File: config.mk
export PLATFORM = sky130hd
export DESIGN_NAME = eep_slave
export DESIGN_NICKNAME = d
export VERILOG_FILES = /design/src/rtl/eep_pkg.sv /design/src/rtl/eep_pin_sync.sv /design/src/rtl/eep_ctrl.sv /design/src/rtl/eep_prog_timer.sv /design/src/rtl/eep_store.sv /design/src/rtl/eep_slave.sv
export SDC_FILE = /design/constraint.sdc
export NUM_CORES = 2
export LEC_CHECK = 0
export BUFFER_PORTS_ARGS = -buffer_cell sky130_fd_sc_hd__buf_2
export CAP_MARGIN = 10
export CORE_MARGIN = 10
export CORE_UTILIZATION = 30
export CTS_CLUSTER_DIAMETER = 40
export DETAILED_ROUTE_END_ITERATION = 6
export GPL_TIMING_DRIVEN = 0
export PLACE_DENSITY = 0.48
export SLEW_MARGIN = 10
export SYNTH_ARGS = -nofsm -noshare
export SYNTH_HDL_FRONTEND = slang
export SYNTH_HIERARCHICAL = 1
export SYNTH_SLANG_ARGS = --single-unit
File: constraint.sdc
create_clock -name clk -period 2.6 [get_ports clk]
set_input_delay 0.39 -clock clk [delete_from_list [all_inputs] [get_ports clk]]
set_output_delay 0.39 -clock clk [all_outputs]
set_load 0.005 [all_outputs]
File: src/rtl/eep_pkg.sv
package eep_pkg;
  typedef enum logic [2:0] {S_IDLE, S_OPC, S_ADR, S_RD, S_WD, S_HOLD} fsm_t;
  typedef enum logic [2:0] {P_NONE, P_WORD, P_CLEAR, P_FILL, P_WIPE} prog_t;

  localparam logic [1:0] OPC_RD  = 2'b10;
  localparam logic [1:0] OPC_WR  = 2'b01;
  localparam logic [1:0] OPC_ER  = 2'b11;

  localparam logic [1:0] EXT_EN    = 2'b11;
  localparam logic [1:0] EXT_ERALL = 2'b10;
  localparam logic [1:0] EXT_DIS   = 2'b00;
endpackage

File: src/rtl/eep_pin_sync.sv
module eep_pin_sync #(
  parameter int STAGES = 2
) (
  input  logic clk,
  input  logic rst_n,
  input  logic cs,
  input  logic sk,
  input  logic di,
  output logic cs_s,
  output logic di_s,
  output logic sk_rise,
  output logic cs_rise
);
  logic [STAGES:0]   cs_q;
  logic [STAGES:0]   sk_q;
  logic [STAGES-1:0] di_q;

  always_ff @(posedge clk or negedge rst_n) begin
    if (!rst_n) begin
      cs_q <= '0;
      sk_q <= '0;
      di_q <= '0;
    end else begin
      cs_q <= {cs_q[STAGES-1:0], cs};
      sk_q <= {sk_q[STAGES-1:0], sk};
      di_q <= {di_q[STAGES-2:0], di};
    end
  end

  assign cs_s    = cs_q[STAGES-1];
  assign di_s    = di_q[STAGES-1];
  assign sk_rise = sk_q[STAGES-1] & ~sk_q[STAGES];
  assign cs_rise = cs_q[STAGES-1] & ~cs_q[STAGES];
endmodule

File: src/rtl/eep_ctrl.sv
module eep_ctrl
  import eep_pkg::*;
#(
  parameter int ADDR_W = 6,
  parameter int DATA_W = 16
) (
  input  logic              clk,
  input  logic              rst_n,
  input  logic              cs_s,
  input  logic              sk_rise,
  input  logic              cs_rise,
  input  logic              di_s,
  input  logic              busy,
  input  logic [DATA_W-1:0] rd_word,
  output logic [ADDR_W-1:0] rd_addr,
  output logic              prog_go,
  output prog_t             prog_op,
  output logic [ADDR_W-1:0] prog_addr,
  output logic [DATA_W-1:0] prog_data,
  output logic              wen,
  output logic              stat_on,
  output logic              dout,
  output logic              dout_en
);
  localparam int CW = $clog2(DATA_W + 1);

  fsm_t              state;
  prog_t             wd_op;
  logic [CW-1:0]     cnt;
  logic [1:0]        opc;
  logic [ADDR_W-1:0] adr;
  logic [DATA_W-1:0] sh;
  logic              ign;
  logic              rd_on;
  logic              rd_bit;

  wire [ADDR_W-1:0] adr_nx   = {adr[ADDR_W-2:0], di_s};
  wire [DATA_W-1:0] sh_nx    = {sh[DATA_W-2:0], di_s};
  wire [1:0]        ext      = adr_nx[ADDR_W-1 -: 2];
  wire              may_run  = !busy && !ign;
  wire              may_prog = may_run && wen;

  assign dout    = stat_on ? !busy : rd_bit;
  assign dout_en = stat_on | rd_on;

  always_ff @(posedge clk or negedge rst_n) begin
    if (!rst_n) begin
      state     <= S_IDLE;
      wd_op     <= P_NONE;
      cnt       <= '0;
      opc       <= '0;
      adr       <= '0;
      sh        <= '0;
      ign       <= 1'b0;
      rd_on     <= 1'b0;
      rd_bit    <= 1'b0;
      wen       <= 1'b0;
      stat_on   <= 1'b0;
      prog_go   <= 1'b0;
      prog_op   <= P_NONE;
      prog_addr <= '0;
      prog_data <= '0;
      rd_addr   <= '0;
    end else begin
      prog_go <= 1'b0;
      if (!cs_s) begin
        state   <= S_IDLE;
        cnt     <= '0;
        rd_on   <= 1'b0;
        stat_on <= 1'b0;
        ign     <= 1'b0;
      end else begin
        if (cs_rise && busy) stat_on <= 1'b1;
        if (sk_rise) begin
          case (state)
            S_IDLE: if (di_s) begin
              state <= S_OPC;
              cnt   <= '0;
              ign   <= busy;
              if (!busy) stat_on <= 1'b0;
            end
            S_OPC: begin
              opc <= {opc[0], di_s};
              if (cnt == CW'(1)) begin
                state <= S_ADR;
                cnt   <= '0;
              end else begin
                cnt <= cnt + 1'b1;
              end
            end
            S_ADR: begin
              adr <= adr_nx;
              if (cnt == CW'(ADDR_W - 1)) begin
                cnt   <= '0;
                state <= S_HOLD;
                case (opc)
                  OPC_RD: if (may_run) begin
                    state   <= S_RD;
                    rd_addr <= adr_nx;
                    rd_on   <= 1'b1;
                    rd_bit  <= 1'b0;
                  end
                  OPC_WR: begin
                    state <= S_WD;
                    wd_op <= P_WORD;
                  end
                  OPC_ER: if (may_prog) begin
                    prog_go   <= 1'b1;
                    prog_op   <= P_CLEAR;
                    prog_addr <= adr_nx;
                  end
                  default: begin
                    case (ext)
                      EXT_EN:    if (may_run) wen <= 1'b1;
                      EXT_DIS:   if (may_run) wen <= 1'b0;
                      EXT_ERALL: if (may_prog) begin
                        prog_go <= 1'b1;
                        prog_op <= P_WIPE;
                      end
                      default: begin
                        state <= S_WD;
                        wd_op <= P_FILL;
                      end
                    endcase
                  end
                endcase
              end else begin
                cnt <= cnt + 1'b1;
              end
            end
            S_RD: begin
              if (cnt == CW'(DATA_W)) begin
                rd_on  <= 1'b0;
                rd_bit <= 1'b0;
                state  <= S_HOLD;
              end else begin
                if (cnt == '0) begin
                  rd_bit <= rd_word[DATA_W-1];
                  sh     <= {rd_word[DATA_W-2:0], 1'b0};
                end else begin
                  rd_bit <= sh[DATA_W-1];
                  sh     <= {sh[DATA_W-2:0], 1'b0};
                end
                cnt <= cnt + 1'b1;
              end
            end
            S_WD: begin
              sh <= sh_nx;
              if (cnt == CW'(DATA_W - 1)) begin
                state <= S_HOLD;
                cnt   <= '0;
                if (may_prog) begin
                  prog_go   <= 1'b1;
                  prog_op   <= wd_op;
                  prog_addr <= adr;
                  prog_data <= sh_nx;
                end
              end else begin
                cnt <= cnt + 1'b1;
              end
            end
            default: ;
          endcase
        end
      end
    end
  end
endmodule

File: src/rtl/eep_prog_timer.sv
module eep_prog_timer
  import eep_pkg::*;
#(
  parameter int ADDR_W      = 6,
  parameter int DATA_W      = 16,
  parameter int PROG_CYCLES = 5000
) (
  input  logic              clk,
  input  logic              rst_n,
  input  logic              go,
  input  prog_t             op,
  input  logic [ADDR_W-1:0] addr,
  input  logic [DATA_W-1:0] data,
  output logic              busy,
  output logic              apply,
  output prog_t             ap_op,
  output logic [ADDR_W-1:0] ap_addr,
  output logic [DATA_W-1:0] ap_data
);
  localparam int TW = $clog2(PROG_CYCLES + 1);
  logic [TW-1:0] tcnt;

  always_ff @(posedge clk or negedge rst_n) begin
    if (!rst_n) begin
      busy    <= 1'b0;
      apply   <= 1'b0;
      tcnt    <= '0;
      ap_op   <= P_NONE;
      ap_addr <= '0;
      ap_data <= '0;
    end else begin
      apply <= 1'b0;
      if (go && !busy) begin
        busy    <= 1'b1;
        tcnt    <= '0;
        ap_op   <= op;
        ap_addr <= addr;
        ap_data <= data;
      end else if (busy) begin
        if (tcnt == TW'(PROG_CYCLES - 1)) begin
          busy  <= 1'b0;
          apply <= 1'b1;
        end else begin
          tcnt <= tcnt + 1'b1;
        end
      end
    end
  end
endmodule

File: src/rtl/eep_store.sv
module eep_store
  import eep_pkg::*;
#(
  parameter int ADDR_W = 6,
  parameter int DATA_W = 16
) (
  input  logic              clk,
  input  logic              rst_n,
  input  logic              apply,
  input  prog_t             op,
  input  logic [ADDR_W-1:0] addr,
  input  logic [DATA_W-1:0] data,
  input  logic [ADDR_W-1:0] rd_addr,
  output logic [DATA_W-1:0] rd_word
);
  localparam int DEPTH = 1 << ADDR_W;
  logic [DATA_W-1:0] mem [DEPTH];

  always_ff @(posedge clk or negedge rst_n) begin
    if (!rst_n) begin
      for (int i = 0; i < DEPTH; i++) mem[i] <= '1;
    end else if (apply) begin
      for (int i = 0; i < DEPTH; i++) begin
        case (op)
          P_WORD:  if (addr == ADDR_W'(i)) mem[i] <= data;
          P_CLEAR: if (addr == ADDR_W'(i)) mem[i] <= '1;
          P_FILL:  mem[i] <= data;
          P_WIPE:  mem[i] <= '1;
          default: ;
        endcase
      end
    end
  end

  assign rd_word = mem[rd_addr];
endmodule

File: src/rtl/eep_slave.sv
module eep_slave
  import eep_pkg::*;
#(
  parameter int ADDR_W      = 6,
  parameter int DATA_W      = 16,
  parameter int PROG_CYCLES = 5000,
  parameter int SYNC_STAGES = 2
) (
  input  logic clk,
  input  logic rst_n,
  input  logic sel,
  input  logic sclk,
  input  logic sdin,
  output logic sdout,
  output logic sdout_en
);
  logic              cs_s, di_s, sk_rise, cs_rise;
  logic              busy, apply, wen, stat_on, prog_go;
  prog_t             prog_op, ap_op;
  logic [ADDR_W-1:0] rd_addr, prog_addr, ap_addr;
  logic [DATA_W-1:0] rd_word, prog_data, ap_data;

  eep_pin_sync #(.STAGES(SYNC_STAGES)) u_sync (
    .clk(clk), .rst_n(rst_n), .cs(sel), .sk(sclk), .di(sdin),
    .cs_s(cs_s), .di_s(di_s), .sk_rise(sk_rise), .cs_rise(cs_rise)
  );

  eep_ctrl #(.ADDR_W(ADDR_W), .DATA_W(DATA_W)) u_ctrl (
    .clk(clk), .rst_n(rst_n), .cs_s(cs_s), .sk_rise(sk_rise),
    .cs_rise(cs_rise), .di_s(di_s), .busy(busy), .rd_word(rd_word),
    .rd_addr(rd_addr), .prog_go(prog_go), .prog_op(prog_op),
    .prog_addr(prog_addr), .prog_data(prog_data), .wen(wen),
    .stat_on(stat_on), .dout(sdout), .dout_en(sdout_en)
  );

  eep_prog_timer #(.ADDR_W(ADDR_W), .DATA_W(DATA_W),
                   .PROG_CYCLES(PROG_CYCLES)) u_timer (
    .clk(clk), .rst_n(rst_n), .go(prog_go), .op(prog_op),
    .addr(prog_addr), .data(prog_data), .busy(busy), .apply(apply),
    .ap_op(ap_op), .ap_addr(ap_addr), .ap_data(ap_data)
  );

  eep_store #(.ADDR_W(ADDR_W), .DATA_W(DATA_W)) u_store (
    .clk(clk), .rst_n(rst_n), .apply(apply), .op(ap_op),
    .addr(ap_addr), .data(ap_data), .rd_addr(rd_addr), .rd_word(rd_word)
  );
endmodule

Yosys cells after proc, flatten, opt, wreduce, memory -nomap -nowiden. Cells that the tools add are included.

Flip-flop bits (word level): 1144. Bits in latches: 0. RAM bits: 0. Memory bits (read-only): 0. Input port bits: 5. Output and inout port bits: 2. Word-level logic and storage cells: 710. Memories: 0.

Add/subtract/negate cells: 2. Multipliers: 0. Div/mod/pow operators: 0. $lt $le $gt $ge: 1. Eq/ne operators: 236. Shifts and indexed selects: 0. Muxes and demuxes: 275. Bitwise logic cells: 8. Reductions and logical operators: 99.

Operators by type and width (count): $pmux W16 S4 (64); $mux W16 (132); $ne A2 B1 Y1 const B (138); $reduce_and A4 Y1 (66); $eq A6 B6 Y1 const B (32); $bmux W16 S6 (1); $eq A6 B5 Y1 const B (16); $eq A6 B4 Y1 const B (8); $mux W3 (15); $mux W13 (3); $mux W1 (35); $mux W5 (7); $pmux W16 S2 (1); $mux W6 (5); $pmux W5 S5 (1); $eq A6 B3 Y1 const B (4); $reduce_and A6 Y1 (4); $pmux W3 S2 (3); $reduce_and A8 Y1 (2); $ne A3 B2 Y1 const B (5); $pmux W3 S5 (1); $add A13 B1 Y13 const B (1); $eq A13 B13 Y1 const B (1); $eq A3 B2 Y1 const B (4); other kinds (38) (72).

Logic depth before layout (Yosys ltp).
Word-level depth: 10. Depth in mapped cells: 14. Depth with buffers taken out: 9.

Hierarchy. The synthesis kept the hierarchy.

By module, submodules not included: eep_store (instances 1, cells an instance 4159, area each 46196.8 sq um, sequential area each 26905.8 sq um); eep_ctrl (instances 1, cells an instance 318, area each 3784.9 sq um, sequential area each 1776.7 sq um); eep_prog_timer (instances 1, cells an instance 197, area each 1803.0 sq um, sequential area each 1001.0 sq um); eep_pin_sync (instances 1, cells an instance 10, area each 227.7 sq um, sequential area each 200.2 sq um).

Worst setup path after synthesis. No wires, ideal clock.

Path type: register to register. Start: reg u_ctrl.rd_addr[1]. End: reg u_ctrl.sh[10]. Library setup time: 125 ps. Arrival time: 2506 ps. Data required time: 2475 ps. Path slack: -31 ps. Stages on the path, launching flop included: 10. Path buffers: 3. Period minus slack after synthesis: 2631 ps. Cells stage by stage: dfrtp_1 > buf_4 > buf_4 > buf_1 > mux4_2 > mux4_2 > nor2_1 > o21ai_1 > mux2_4 > mux2_2.

Cells in the longest elaborated chain, start to end: 7.

RTL lines: from (decl) (RTL line eep_ctrl.sv:15) `output logic [ADDR_W-1:0] rd_addr,`; from (signal assigned) (RTL line eep_ctrl.sv:99) `rd_addr <= adr_nx;`; $not A6 Y7 (implied by the code) (RTL line eep_store.sv:35) `assign rd_word = mem[rd_addr];`; $bmux W16 S6 (RTL line eep_store.sv:35); $mux W16 (implied by the code) (2 in a row) (RTL line eep_store.sv:35); named net rd_word[9] (RTL line eep_slave.sv:21) `logic [DATA_W-1:0] rd_word, prog_data, ap_data;`; $mux W16 (RTL line eep_ctrl.sv:137) `if (cnt == '0) begin`; $mux W16 (RTL line eep_ctrl.sv:132) `if (cnt == CW'(DATA_W)) begin`; $pmux W16 S2 (RTL line eep_ctrl.sv:75) `case (state)`; to (signal assigned) (RTL line eep_ctrl.sv:139) `sh <= {rd_word[DATA_W-2:0], 1'b0};`; to (signal assigned) (RTL line eep_ctrl.sv:142) `sh <= {sh[DATA_W-2:0], 1'b0};`; to (signal assigned) (RTL line eep_ctrl.sv:148) `sh <= sh_nx;`; to (decl) (RTL line eep_ctrl.sv:32) `logic [DATA_W-1:0] sh;`.

The timed path passes the listed nets, and every way through them passes these cells. The select of a mux whose other input is x is not followed. A chain may end at the register's enable or synchronous reset.

Worst setup path after layout.
Start: reg u_ctrl.rd_addr[1]. End: reg u_ctrl.sh[9].

The elaborated chain is that of the path after synthesis.

==> summary.md <==
| Metric | Value |
|---|---|
| CTS tree | `done` |
| Worst skew pair latency | `0.85 ns` |
| Highest cell delay on the worst timing path | `0.66 ns` |
| Main synth FF type | `dfstp_2` |
| Placed wire-length estimate | `149000 um` |
| Distinct cells, synth | `73` |
| Worst Setup Start Kind | `flip-flop` |
| Synth Instances | `4684` |
| CP cell instances | `buf_12, buf_16, buf_12, buf_16, mux4_2, mux4_2, nor2_4, o21ai_2, mux2_4, mux2_2` |
| Final TNS setup | `-7.66 ns` |
| CTS Sinks | `1143` |
| Pwr per Cell Area | `696 mW/mm^2` |
| Worst r2r dst | `u_ctrl/sh[9]` |
| HP Start | `sclk` |
| Global-route wire length before repair | `307000 um` |
| Largest net degree at the start of global routing | `152` |
| Flops & latches, synth | `1143` |
| Place WS | `-2.37 ns` |
| Hold Crit Class | `input pin to flip-flop` |
| # port buffers | `6` |
| Post-Syn Nets | `4703` |
| Final setup viols | `28` |
| MaxCap Viol Count | `0` |
| Die Area | `0.190 mm^2` |
| DRC Markers | `0` |
| Total gr overflow | `0` |
| Nets | `5003` |
| Clk root buf | `clkbuf_16` |
| Non-Filler Instances | `7466` |
| Worst slew margin relative to its limit | `11.1%` |
| Max-slew violations | `0` |
| Hold Path Depth | `2` |
| Run status | `finished with violations` |
| Routed len/inst | `29.1 um` |
| R2r startpoint | `u_ctrl/rd_addr[1]` |
| Syn avg cell area | `11.1 um^2` |
| Fraction of layout cells with a size suffix above 1 | `47.1%` |
| Leading post-synthesis cells by cell area | `dfstp_2 (52%), mux4_2 (12%), a21oi_1 (11%)` |
| Required time worst endpoint | `3.33 ns` |
| Final period util | `119%` |
| Fin. Hold Viols | `0` |
| Final Instance Area | `0.0658 mm^2` |
| Tightest Pin Transition | `1.33 ns` |
| Cell taking the most area after synthesis | `dfstp_2` |
| Via count | `40900` |
| Slowest cell on crit path | `mux4_2` |
| Std cell rows | `152` |
| Top delay family on crit path | `multiplexers` |
| Lkg Pwr | `25.2 nW` |
| Peak Freq | `323 MHz` |
| DRT iter0 DRCs | `4705` |
| Synth warnings | `6` |
| Placed inst area | `0.0555 mm^2` |
| Worst Skew | `0.0690 ns` |
| Async SR Flop Fraction | `100%` |
| Vias per cell | `5.48` |
| Post-route ant nets | `0` |
| GP Congestion | `0.966` |
| Sequential share of the synthesized area | `57.5%` |
| Setup WS post-layout | `-0.498 ns` |
| H-tree depth | `4` |
| Crit path time final | `3.10 ns` |
| Total CTS buffers | `197` |
| Unrepaired setup endpoints after global routing | `true` |
| Worst hold endpoint | `u_sync/sk_q[0]` |
| Clock buffer depth | `3` |
| Initial antenna violation count | `16` |
| P&R area growth vs syn | `26.6%` |
| Total I/O pin count | `7` |
| WP data arrival | `3.83 ns` |
| Top-area cell type share of the netlist area | `51.7%` |
| Worst R2R Setup Slack | `-0.50 ns` |
| CP Capture Type | `flip-flop` |
| Starting Density | `30.3%` |
| Critical-path maximum fanout | `8` |
| Vias in the first global route | `40600` |
| WP buf/inv | `4` |
| Peak VDD IR | `0.651 mV` |
| Core Util, Final | `38.3%` |
| Failing checks | `negative setup slack` |
| Post-placement cell count | `7025` |
| Die Wd | `436 um` |
| Clock slew at reported path FFs | `0.05 ns` |
| Mapped cell area | `0.0520 mm^2` |
| Drt pass-1 iters | `6` |
| Routed WL | `217000 um` |
| Post-synth EDFFs | `0` |
| Crit path kind | `flip-flop to flip-flop` |
| Tot GR Track Use | `22.1%` |
| DIE HEIGHT | `436 um` |
| R2R depth | `10` |
| Area of the core | `0.172 mm^2` |
==> cell usage in the layout, fill, tap and decap left out, types with 24 or more instances in the layout <==
cell type,count
mux2_2,62
clkinvlp_4,33
mux2i_4,24
buf_4,51
mux2i_1,28
a21oi_2,44
buf_6,24
dfstp_2,1024
buf_8,25
nor2_1,1046
nor2_2,25
mux4_2,272
o21ai_0,28
clkbuf_1,70
a21oi_1,1069
nand2_1,158
clkbuf_16,204
clkbuf_8,31
inv_6,24
dfrtp_1,113
clkbuf_2,176
buf_2,109
buf_12,36
==> worst max-delay path by stage <==
stage / from / to / slack (ns) / depth (start not counted)
after floorplan: u_ctrl/rd_addr[0] / u_ctrl/rd_bit / 0.03 / 13
after global placement: rst_n / u_timer/ap_data[14] / -24.23 / 1
after detailed placement: u_ctrl/rd_addr[2] / u_ctrl/sh[4] / -2.37 / 10
after CTS: u_ctrl/rd_addr[1] / u_ctrl/sh[8] / -0.53 / 10
after global routing: u_ctrl/rd_addr[1] / u_ctrl/rd_bit / -0.48 / 11
final: u_ctrl/rd_addr[1] / u_ctrl/sh[9] / -0.50 / 10
==> metal layers <==
layer  up-vias  routed length [um]  track usage (%)
met5         -                   0                0
met1     21400               89000             29.4
li1      17100                   -                -
met4         0               12500             10.8
met2      1902               96600             33.5
met3       491               19300             5.51
==> layout make-up <==
class | count | area [um^2]
fillers | 16700 | 106000
flip-flops and latches | 1143 | 29900
multi-input cells | 3098 | 21600
clock buffers | 246 | 5470
well taps | 2310 | 2890
plain buffers | 420 | 2880
clock inverters | 124 | 1640
repair buffers | 105 | 1400
inverters | 19 | 71.3
diodes | 1 | 2.50
==> state kept, by name, summed over array words and instances, names as in the netlist, 5 cells and up <==
name              count
u_ctrl/adr            6
u_ctrl/cnt            5
u_ctrl/prog_addr      6
u_ctrl/prog_data     16
u_ctrl/rd_addr        6
u_ctrl/sh            16
u_store/mem        1024
u_timer/ap_addr       6
u_timer/ap_data      16
u_timer/tcnt         13
==> cell usage after synthesis, drive strengths merged, types with 19 or more instances <==
library cell  number
a21oi           1133
buf              169
clkbuf           255
dfrtp            119
dfstp           1024
inv               19
mux2              77
mux2i             55
mux4             272
nand2            159
nor2            1088
nor3              24
o21ai             75
==> logic make-up (layout without fill, tap and decap cells) <==
logic type	count (synthesis)	in the layout	synth area share [%]
simple gates	1399	1399	11.0
compound gates	1277	1277	12.6
flops	1143	1143	57.5
buf+inv	443	914	3.87
mux	404	404	14.6
fa+ha+maj	14	14	0.337
xor+xnor	4	4	0.0674
other cells	0	1	0
==> power breakdown <==
part	internal, mW	leakage (nW)	switching (mW)
clock	17.4	3.38	10.0
combinational	0.0823	9.61	0.412
sequential	17.9	12.2	0.0134
==> stage by stage <==
step                      hold slack [ns]  power, mW
after floorplan                    0.0944       18.2
after global placement              0.336       18.5
after detailed placement            0.337       18.7
after CTS                           0.159       46.3
after global routing                0.190       47.2
final                               0.208       45.8
==> repair_timing <==
item,in CTS,in global routing
pin swaps,19,23
endpoints found under the setup margin,1053,947
hold buffers,4,0
gates cloned,4,5
gates resized for setup,536,245
setup buffers,27,36
endpoints found under the hold margin,58,0
No activity file was read; power rests on OpenSTA's default activity.
